`config.mk`:
```
export PLATFORM = sky130hd
export DESIGN_NAME = predExecUnit
export DESIGN_NICKNAME = d
export VERILOG_FILES = /design/src/rtl/predExecPkg.sv /design/src/rtl/predCtrl.sv /design/src/rtl/predDatapath.sv /design/src/rtl/predExecUnit.sv
export SDC_FILE = /design/constraint.sdc
export NUM_CORES = 1
export LEC_CHECK = 0
export BUFFER_PORTS_ARGS = -buffer_cell sky130_fd_sc_hd__buf_2
export CAP_MARGIN = 0
export CORE_ASPECT_RATIO = 0.75
export CORE_MARGIN = 1.5
export CORE_UTILIZATION = 55
export CTS_BUF_LIST = sky130_fd_sc_hd__clkbuf_4 sky130_fd_sc_hd__clkbuf_8
export DETAILED_ROUTE_END_ITERATION = 7
export MAX_ROUTING_LAYER = met4
export PLACE_DENSITY = 0.71
export SETUP_SLACK_MARGIN = 0.05
export SLEW_MARGIN = 20
export SYNTH_ARGS = -nofsm -noshare
export SYNTH_HDL_FRONTEND = slang
export SYNTH_SLANG_ARGS = --single-unit
```
`constraint.sdc`:
```
create_clock -name clk -period 7.7 [get_ports clk]
set_input_delay 0.385 -clock clk [delete_from_list [all_inputs] [get_ports clk]]
set_output_delay 0.385 -clock clk [all_outputs]
set_load 0.03 [all_outputs]
```
`src/rtl/predExecPkg.sv`:
```
package predExecPkg;

  typedef enum logic [2:0] {
    OP_ADD  = 3'd0,
    OP_SUB  = 3'd1,
    OP_RSB  = 3'd2,
    OP_CMP  = 3'd3,
    OP_MOVI = 3'd4,
    OP_BR   = 3'd5,
    OP_RSV6 = 3'd6,
    OP_RSV7 = 3'd7
  } opCode_e;

  typedef enum logic [2:0] {
    CC_AL = 3'd0,
    CC_EQ = 3'd1,
    CC_NE = 3'd2,
    CC_GT = 3'd3,
    CC_LT = 3'd4,
    CC_LE = 3'd5,
    CC_GE = 3'd6,
    CC_NV = 3'd7
  } condCode_e;

  localparam int COND_COUNT = 8;

  typedef struct packed {
    logic eq;
    logic gt;
    logic lt;
  } flags_t;

  typedef enum logic [1:0] {
    SEL_ADD = 2'd0,
    SEL_SUB = 2'd1,
    SEL_RSB = 2'd2,
    SEL_IMM = 2'd3
  } aluSel_e;

  // strobes from control to datapath
  typedef struct packed {
    logic    regWe;
    aluSel_e aluSel;
  } strobes_t;

  function automatic logic condHolds(input condCode_e cc, input flags_t f);
    logic r;
    unique case (cc)
      CC_AL:   r = 1'b1;
      CC_EQ:   r = f.eq;
      CC_NE:   r = !f.eq;
      CC_GT:   r = f.gt;
      CC_LT:   r = f.lt;
      CC_LE:   r = f.eq || f.lt;
      CC_GE:   r = f.eq || f.gt;
      default: r = 1'b0;
    endcase
    return r;
  endfunction

endpackage

```
`src/rtl/predCtrl.sv`:
```
module predCtrl
  import predExecPkg::*;
(
  input  logic       clk,
  input  logic       rstN,
  input  logic       issueValid,
  input  logic [2:0] issueOp,
  input  logic [2:0] issueCond,
  input  flags_t     cmpRes,
  output strobes_t   strb,
  output flags_t     flags,
  output logic       branchTaken
);

  logic [COND_COUNT-1:0] condTable;
  logic                  condPass;
  logic                  flagWe;
  logic                  brNext;
  opCode_e               op;

  // one evaluator per condition code, selected by the issued code
  generate
    for (genvar c = 0; c < COND_COUNT; c++) begin : g_cond
      assign condTable[c] = condHolds(condCode_e'(3'(c)), flags);
    end
  endgenerate

  assign op       = opCode_e'(issueOp);
  assign condPass = issueValid && condTable[issueCond];
  assign flagWe   = condPass && (op == OP_CMP);
  assign brNext   = condPass && (op == OP_BR);

  always_comb begin
    strb.regWe  = 1'b0;
    strb.aluSel = SEL_ADD;
    unique case (op)
      OP_ADD:  begin strb.regWe = condPass; strb.aluSel = SEL_ADD; end
      OP_SUB:  begin strb.regWe = condPass; strb.aluSel = SEL_SUB; end
      OP_RSB:  begin strb.regWe = condPass; strb.aluSel = SEL_RSB; end
      OP_MOVI: begin strb.regWe = condPass; strb.aluSel = SEL_IMM; end
      default: begin strb.regWe = 1'b0;     strb.aluSel = SEL_ADD; end
    endcase
  end

  always_ff @(posedge clk or negedge rstN) begin
    if (!rstN) begin
      flags       <= '0;
      branchTaken <= 1'b0;
    end else begin
      if (flagWe) flags <= cmpRes;
      branchTaken <= brNext;
    end
  end


  flags_excl_chk: assert property (@(posedge clk) disable iff (!rstN)
    $onehot0({flags.eq, flags.gt, flags.lt}));


  flags_hold_chk: assert property (@(posedge clk) disable iff (!rstN)
    !(issueValid && issueOp == 3'(OP_CMP)) |=> $stable(flags));


  branch_src_chk: assert property (@(posedge clk) disable iff (!rstN)
    branchTaken |-> $past(issueValid && issueOp == 3'(OP_BR)));

endmodule

```
`src/rtl/predDatapath.sv`:
```
module predDatapath
  import predExecPkg::*;
#(
  parameter int DATA_W = 32,
  parameter int REG_N  = 16,
  localparam int ADDR_W = $clog2(REG_N),
  localparam int SH_W   = $clog2(DATA_W)
) (
  input  logic              clk,
  input  logic              rstN,
  input  strobes_t          strb,
  input  logic [ADDR_W-1:0] srcA,
  input  logic [ADDR_W-1:0] srcB,
  input  logic [ADDR_W-1:0] dst,
  input  logic [SH_W-1:0]   shamt,
  output flags_t            cmpRes,
  output logic              wbValid,
  output logic [ADDR_W-1:0] wbAddr,
  output logic [DATA_W-1:0] wbData
);

  logic [DATA_W-1:0] rdVec [REG_N];
  logic [DATA_W-1:0] opA;
  logic [DATA_W-1:0] opB;
  logic [DATA_W-1:0] shB;
  logic [DATA_W-1:0] immVal;
  logic [DATA_W-1:0] diff;
  logic [DATA_W-1:0] result;

  // register file: one storage word per generate slot
  generate
    for (genvar r = 0; r < REG_N; r++) begin : g_reg
      logic [DATA_W-1:0] q;
      always_ff @(posedge clk or negedge rstN) begin
        if (!rstN) q <= '0;
        else if (strb.regWe && dst == ADDR_W'(r)) q <= result;
      end
      assign rdVec[r] = q;
    end
  endgenerate

  assign opA    = rdVec[srcA];
  assign opB    = rdVec[srcB];
  assign shB    = opB << shamt;
  assign immVal = DATA_W'(srcB) << shamt;

  always_comb begin
    unique case (strb.aluSel)
      SEL_ADD: result = opA + shB;
      SEL_SUB: result = opA - shB;
      SEL_RSB: result = shB - opA;
      default: result = immVal;
    endcase
  end

  // compare by subtraction; sign decided on two's complement operands
  assign diff      = opA - shB;
  assign cmpRes.eq = (diff == '0);
  assign cmpRes.lt = $signed(opA) < $signed(shB);
  assign cmpRes.gt = !cmpRes.eq && !cmpRes.lt;

  always_ff @(posedge clk or negedge rstN) begin
    if (!rstN) begin
      wbValid <= 1'b0;
      wbAddr  <= '0;
      wbData  <= '0;
    end else begin
      wbValid <= strb.regWe;
      if (strb.regWe) begin
        wbAddr <= dst;
        wbData <= result;
      end
    end
  end

endmodule

```
`src/rtl/predExecUnit.sv`:
```
module predExecUnit
  import predExecPkg::*;
#(
  parameter int DATA_W = 32,
  parameter int REG_N  = 16,
  localparam int ADDR_W = $clog2(REG_N),
  localparam int SH_W   = $clog2(DATA_W)
) (
  input  logic              clk,
  input  logic              rstN,
  input  logic              issueValid,
  input  logic [2:0]        issueOp,
  input  logic [2:0]        issueCond,
  input  logic [ADDR_W-1:0] issueDst,
  input  logic [ADDR_W-1:0] issueSrcA,
  input  logic [ADDR_W-1:0] issueSrcB,
  input  logic [SH_W-1:0]   issueShamt,
  output logic              wbValid,
  output logic [ADDR_W-1:0] wbAddr,
  output logic [DATA_W-1:0] wbData,
  output logic              flagEq,
  output logic              flagGt,
  output logic              flagLt,
  output logic              branchTaken
);

  strobes_t strb;
  flags_t   cmpRes;
  flags_t   flags;

  predCtrl ctrl (
    .clk        (clk),
    .rstN       (rstN),
    .issueValid (issueValid),
    .issueOp    (issueOp),
    .issueCond  (issueCond),
    .cmpRes     (cmpRes),
    .strb       (strb),
    .flags      (flags),
    .branchTaken(branchTaken)
  );

  predDatapath #(.DATA_W(DATA_W), .REG_N(REG_N)) dp (
    .clk    (clk),
    .rstN   (rstN),
    .strb   (strb),
    .srcA   (issueSrcA),
    .srcB   (issueSrcB),
    .dst    (issueDst),
    .shamt  (issueShamt),
    .cmpRes (cmpRes),
    .wbValid(wbValid),
    .wbAddr (wbAddr),
    .wbData (wbData)
  );

  assign flagEq = flags.eq;
  assign flagGt = flags.gt;
  assign flagLt = flags.lt;


  wb_issue_chk: assert property (@(posedge clk) disable iff (!rstN)
    wbValid |-> $past(issueValid && (issueOp == 3'(OP_ADD) || issueOp == 3'(OP_SUB) ||
                                     issueOp == 3'(OP_RSB) || issueOp == 3'(OP_MOVI))));


  never_cond_chk: assert property (@(posedge clk) disable iff (!rstN)
    (issueValid && issueCond == 3'(CC_NV)) |=>
      (!wbValid && !branchTaken && $stable(flagEq) && $stable(flagGt) && $stable(flagLt)));

endmodule

```
---- Yosys cells after proc, flatten, opt, wreduce, memory -nomap -nowiden ----
Cells that the tools add are included.
storage, ports and cells
  word-level logic and storage cells ...... 95
  register bits after elaboration ......... 553
  input bits .............................. 26
cells by class
  bitwise logic cells ..................... 2
  reduce and logical (&&, ||, !) cells .... 29
  shifts and indexed selects .............. 2
  equality and inequality tests ........... 22
  add/subtract/negate cells ............... 3
  magnitude comparators ................... 4
  multiplexer cells ....................... 10
operators with widths
  cell                  number
  $bmux W32 S4          2
  $mux W32              4
  $pmux W32 S3          1
  $sub A32 B32 Y32      2
  $add A32 B32 Y32      1
  $eq A4 B4 Y1 const B  8
  $logic_not A32 Y1     1
  $lt A32 B32 Y1        1
  $shl A32 B5 Y32       1
  $shl A4 B5 Y32        1
  $logic_and A1 B1 Y1   20
  $eq A4 B3 Y1 const B  4
  $pmux W3 S4           1
  $ge A5 B5 Y1 const B  2
  $not A4 Y5            2
  $eq A4 B2 Y1 const B  2
  $eq A3 B2 Y1 const B  2
  $eq A3 B3 Y1 const B  2
  $eq A4 B1 Y1 const B  1
  $logic_not A4 Y1      1
  $lt A3 B4 Y1 const B  1
  $bmux W1 S3           1
  $eq A3 B1 Y1 const B  1
  $logic_not A1 Y1      3
  other kinds (6)       7

---- Depth between registers and ports, before layout ----
  depth in word-level cells ............... 9
  depth in mapped cells ................... 28
  mapped depth without buffers ............ 23

---- Modules after synthesis ----
A second synthesis with hierarchy kept.
unflattened totals
  cell total of the unflattened synthesis .. 3509
  area total of the unflattened synthesis .. 34342.9 um2
by module, submodules not included
  module        area each (um2)  instances  cells an instance
  predDatapath  34056.4          1          3484
  predCtrl      286.5            1          25

---- Worst setup path before layout ----
OpenSTA, ideal clock, no wires.
  path kind ............................... input -> register
  start ................................... in issueSrcA[1]
  end ..................................... reg dp.g_reg[0].q[27]
  required time ........................... 7553 ps
  data arrival time ....................... 5954 ps
  path buffers ............................ 4
  library setup time ...................... 147 ps
  setup slack ............................. 1599 ps
  stages .................................. 26
  cells stage by stage .................... buf_2 buf_1 buf_1 mux4_2 a22oi_1 nand2_1 nor4_1 nand2_1 nor3_1 nor2b_1 nor2b_1 nor2_1 xnor2_1 ha_1 nor2_1 nor2_1 a211oi_1 a21bo_2 a211oi_1 o21ai_0 a221oi_1 mux2i_1 nand2_1 a221oi_1 clkbuf_1 a21oi_1
on the way
  word-level cells in the longest chain between the ends .. 6
RTL lines
  item                                              RTL line            source
  from (decl)                                       predExecUnit.sv:15  input logic [ADDR_W-1:0] issueSrcA,
  $not A4 Y5 (not written as such) (*)              predDatapath.sv:42  assign opA = rdVec[srcA];
  $bmux W32 S4 (*)                                  predDatapath.sv:42
  $mux W32 (not written as such) (*) (2 in series)  predDatapath.sv:42
  $sub A32 B32 Y32, or another cell as far along    predDatapath.sv:51  SEL_RSB: result = shB - opA;
  $pmux W32 S3 (*)                                  predDatapath.sv:48  unique case (strb.aluSel)
  to (signal assigned)                              predDatapath.sv:36  else if (strb.regWe && dst == ADDR_W'(r)) q <= result;
  to (decl)                                         predDatapath.sv:33  logic [DATA_W-1:0] q;
Every way passes the cells marked *; elsewhere a longest branch is shown, timed or not. The select of a mux whose other input is x is not followed.
A chain may end at the register's enable or synchronous reset.

---- Final worst setup path ----
  start ................................... reg dp.g_reg[9].q[1]
  end ..................................... reg dp.g_reg[10].q[26]
on the way
  word-level cells in the longest chain between the ends .. 6
RTL lines
  item                                            RTL line            source
  from (decl)                                     predDatapath.sv:33
  from (signal assigned)                          predDatapath.sv:36
  $bmux W32 S4                                    predDatapath.sv:43  assign opB = rdVec[srcB];
  $mux W32 (not written as such) (2 in series)    predDatapath.sv:43
  $shl A32 B5 Y32                                 predDatapath.sv:44  assign shB = opB << shamt;
  $sub A32 B32 Y32, or another cell as far along  predDatapath.sv:51
  $pmux W32 S3 (*)                                predDatapath.sv:48
  to (signal assigned)                            predDatapath.sv:36
  to (decl)                                       predDatapath.sv:33
Marks and branches as above.

==> results.md <==
- Die area: 63200 µm²
- Pwr Density: 348 nW/µm²
- Most Crowded Layer GR: met1
- R2R cell count: 23
- VDD IR max: 0.000278 V
- Routed WL per cell: approximately 28 µm
- EDFF count, synth: 0
- Via-per-instance ratio: just under 7
- Async S/R FF share, synth: 100%
- Worst Hold Launch: issueDst[2]
- Slew @ Worst Pin: between 1 and 1.5 ns
- Crit-path max FO: 17
- P_leak: 16.4 nW
- Total number of vias: just under 30k
- Layout area overhead: 9.98%
- Hold Crit Depth: 2
- Worst-path cell chain: mux4_1, a22o_1, a221oi_2, ha_1, nand2_1, nor3_1, nor2b_1, nor2b_1, nor2_1, xnor2_1, ha_1, a21o_1, a21oi_1, nor2b_1, o21ai_0, o21a_1, a211oi_1, nor4b_1, nor2_1, xor2_1, a222oi_1, buf_4, o21ai_0
- Ports: 67
- Max-cap viol count: 0
- Post-CTS sizing: 0
- # DRC: 0
- Synth unique cells: 88
- CP top delay family: compound AO/OA/AOI/OAI gates
- CTS max path bufs: 3
- Routed Wire Length: about 120 mm
- Chip Width: approximately 290 µm
- Critical path class: reg -> reg
- TritonRoute pass-1 iters: 5
- Fin crit share: between 80% and 90%
- Vias in the first global route: 28.2k
- GR met1 Demand/Resource: 54.0%
- CTS root buffer: clkbuf_8
- CTS tree: yes
- Crit start category: flop
- # setup viols final: 0
- Filler cells: between 4k and 5k
- Effective utilization at floorplan: 55.9%
- Highest Clock Rate: around 150 MHz
- HPWL after DPL: just over 80 mm
- GRT overflow: 0
- Final nets: about 3.5k
- GRT met3 Usage: between 10 and 15%
- First-pass GRT wire length: 177 mm
- Hold WC Path Type: in -> reg
- Fin cells: between 4k and 5k
- Final Hold Fails: 0
- Inst Count DP: 4079
- Clk slew on worst S/H paths: around 0.06 ns
- Worst r2r src: dp.g_reg[9].q[1]$_DFFE_PN0P_
- Status: finished, final reports clean
- Fin Setup TNS: 0 ns
- Core area: around 60000 µm²
- Clock skew: roughly 0.050 ns
- Worst Path Buf+Inv: 1
- CP peak stage delay: about 0.8 ns
- Mean Syn Cell Area: slightly above 10 µm²
- Met2 Use GR: about 54%
- Port bufs: between 60 and 70
- Register area share after synthesis: between 40% and 50%
- Slew Viols, Final: 0
- CP dominant cell by count: nor2b_1
- DRT antenna net count: 0
- H-tree levels: 3
- R2r setup slk: about 0.86 ns
- CP Data Arrival Time: 7.39 ns
- Max_slew headroom: between 10% and 20%
- Syn Inst Count: ~3.4k
- Unrepaired setup endpoints after global routing: false
- GPL Wtd Cong: around 1.0
- Ys Warns: 0
- Aggregate global-route resource usage: about two fifths
- Initial antenna violation count: 2
- CP endpoint kind: flop
- #FFs+latches synth: 553
- Row count: between 70 and 80
- Min Hold Slack: roughly 0.052 ns
- Die Ht: between 200 and 250 µm
- Number of DRC markers in iteration 0: a little under 4k
- Syn nets: 3456
- Critical Path Slowest Stage Cell: nor4b_1
- Latest clock arrival within the worst-skew pair: between 0.7 and 0.8 ns
- Worst Hold End: dp.wbAddr[2]$_DFFE_PN0P_
- Clk sink count: 553
- Synthesized area: roughly 34000 µm²
- Largest net degree at the start of global routing: 200
- Worst reg2reg endpoint: dp.g_reg[10].q[26]$_DFFE_PN0P_
- Top_reg_cell synth: dfrtp_1
- CTS Buf Count: 90
- CP required: between 8 and 9 ns
- Min Tclk post-route: a little under 7 ns
- Share of layout cells above drive strength 1: approximately a fifth
- Final core occ: 61.5%
cells in the mapped netlist (12+ instances only):
master,n,share of area [%]
clkbuf_1,197,2.2
nor2b_1,26,0.48
xor2_1,25,0.65
mux4_2,262,17
nor3_1,30,0.44
mux2i_1,63,1.9
nand2_1,589,6.5
mux2_2,18,0.60
dfrtp_1,553,41
a211oi_1,19,0.42
o21a_1,17,0.38
a22oi_1,64,1.4
nand3_1,23,0.34
nand2b_1,19,0.35
buf_4,13,0.29
o21ai_0,501,7.4
or3_1,12,0.22
a21oi_1,167,2.5
a221oi_1,30,0.77
buf_1,24,0.27
buf_2,16,0.24
xnor2_1,49,1.3
a22o_1,15,0.39
inv_1,62,0.69
nor2_1,210,2.3
a21o_1,33,0.73
ha_1,66,2.4
and2_1,21,0.39
a31oi_1,48,0.89
stage by stage:
step / total power, W / worst slack (ns) / area [µm²]
3_5_place_dp: 0.00989 / 0.419 / 35200
5_1_grt: 0.0136 / 0.484 / 37300
3_3_place_gp: 0.00975 / 0.456 / 35200
2_1_floorplan: 0.00789 / 1.60 / 33900
6_report: 0.0130 / 0.858 / 37300
4_1_cts: 0.0128 / 1.02 / 37300
layout by cell type, fill, tap and decap left out, types with 63 or more instances in the layout:
master and count:
nor2_1 208, mux4_2 262, buf_4 108, mux2i_1 63, ha_1 66, dfrtp_1 553, nand2_1 577, clkbuf_8 120
o21ai_0 500, a21oi_1 167, a22oi_1 64
registers in the layout, summed over array words and instances, names as in the netlist:
signal and cells:
ctrl.branchTaken 1, dp.wbData 32, dp.wbAddr 4, dp.wbValid 1
dp.g.q 512, ctrl.flags 3
logic make-up after synthesis:
logic type,synth area share [%]
simple gates,12.6
xor+xnor,1.91
buf+inv,4.13
flops,40.8
mux,20.7
fa+ha+maj,2.55
compound gates,17.3
report_power, final:
part	switching (W)	total, W	internal [W]
combinational	0.00349	0.00567	0.00218
sequential	0.000675	0.00440	0.00373
clock	0.00125	0.00289	0.00165
repair_timing:
item,in CTS,in global routing
setup buffers,0,0
hold buffers,1,0
hold endpoints to repair,102,0
endpoints found under the setup margin,0,0
layer usage:
layer / share of wire (%) / up-vias / wire [µm]
met4: 3.4 / 0 / 3930
met2: 43 / 1852 / 50100
met3: 14 / 307 / 15800
met5: 0 / - / 0
met1: 40 / 14384 / 47100
li1: - / 12397 / -
layout make-up:
type | count | area (µm²) | area share [%]
clock inverters | 19 | 238 | 0.637
flip-flops and latches | 553 | 13800 | 37.1
clock buffers | 145 | 1830 | 4.90
inverters | 66 | 248 | 0.664
multi-input cells | 2482 | 18800 | 50.5
well taps | 800 | 1000 | 2.68
repair buffers | 180 | 1310 | 3.51
diodes | 3 | 7.51 | 0.0201
how the worst max path moves through the flow:
| stage | start | endpoint | slack, ns | cells after the start |
|---|---|---|---|---|
| 2_1_floorplan | issueSrcA[1] | dp.g_reg[0].q[27]$_DFFE_PN0P_ | 1.60 | 26 |
| 3_3_place_gp | issueSrcB[0] | dp.g_reg[13].q[26]$_DFFE_PN0P_ | 0.46 | 25 |
| 3_5_place_dp | issueSrcB[0] | dp.g_reg[9].q[26]$_DFFE_PN0P_ | 0.42 | 25 |
| 4_1_cts | dp.g_reg[9].q[1]$_DFFE_PN0P_ | dp.g_reg[9].q[26]$_DFFE_PN0P_ | 1.02 | 23 |
| 5_1_grt | dp.g_reg[9].q[1]$_DFFE_PN0P_ | dp.g_reg[9].q[26]$_DFFE_PN0P_ | 0.48 | 23 |
| 6_report | dp.g_reg[9].q[1]$_DFFE_PN0P_ | dp.g_reg[10].q[26]$_DFFE_PN0P_ | 0.86 | 23 |
(Power assumes the default switching activity.)
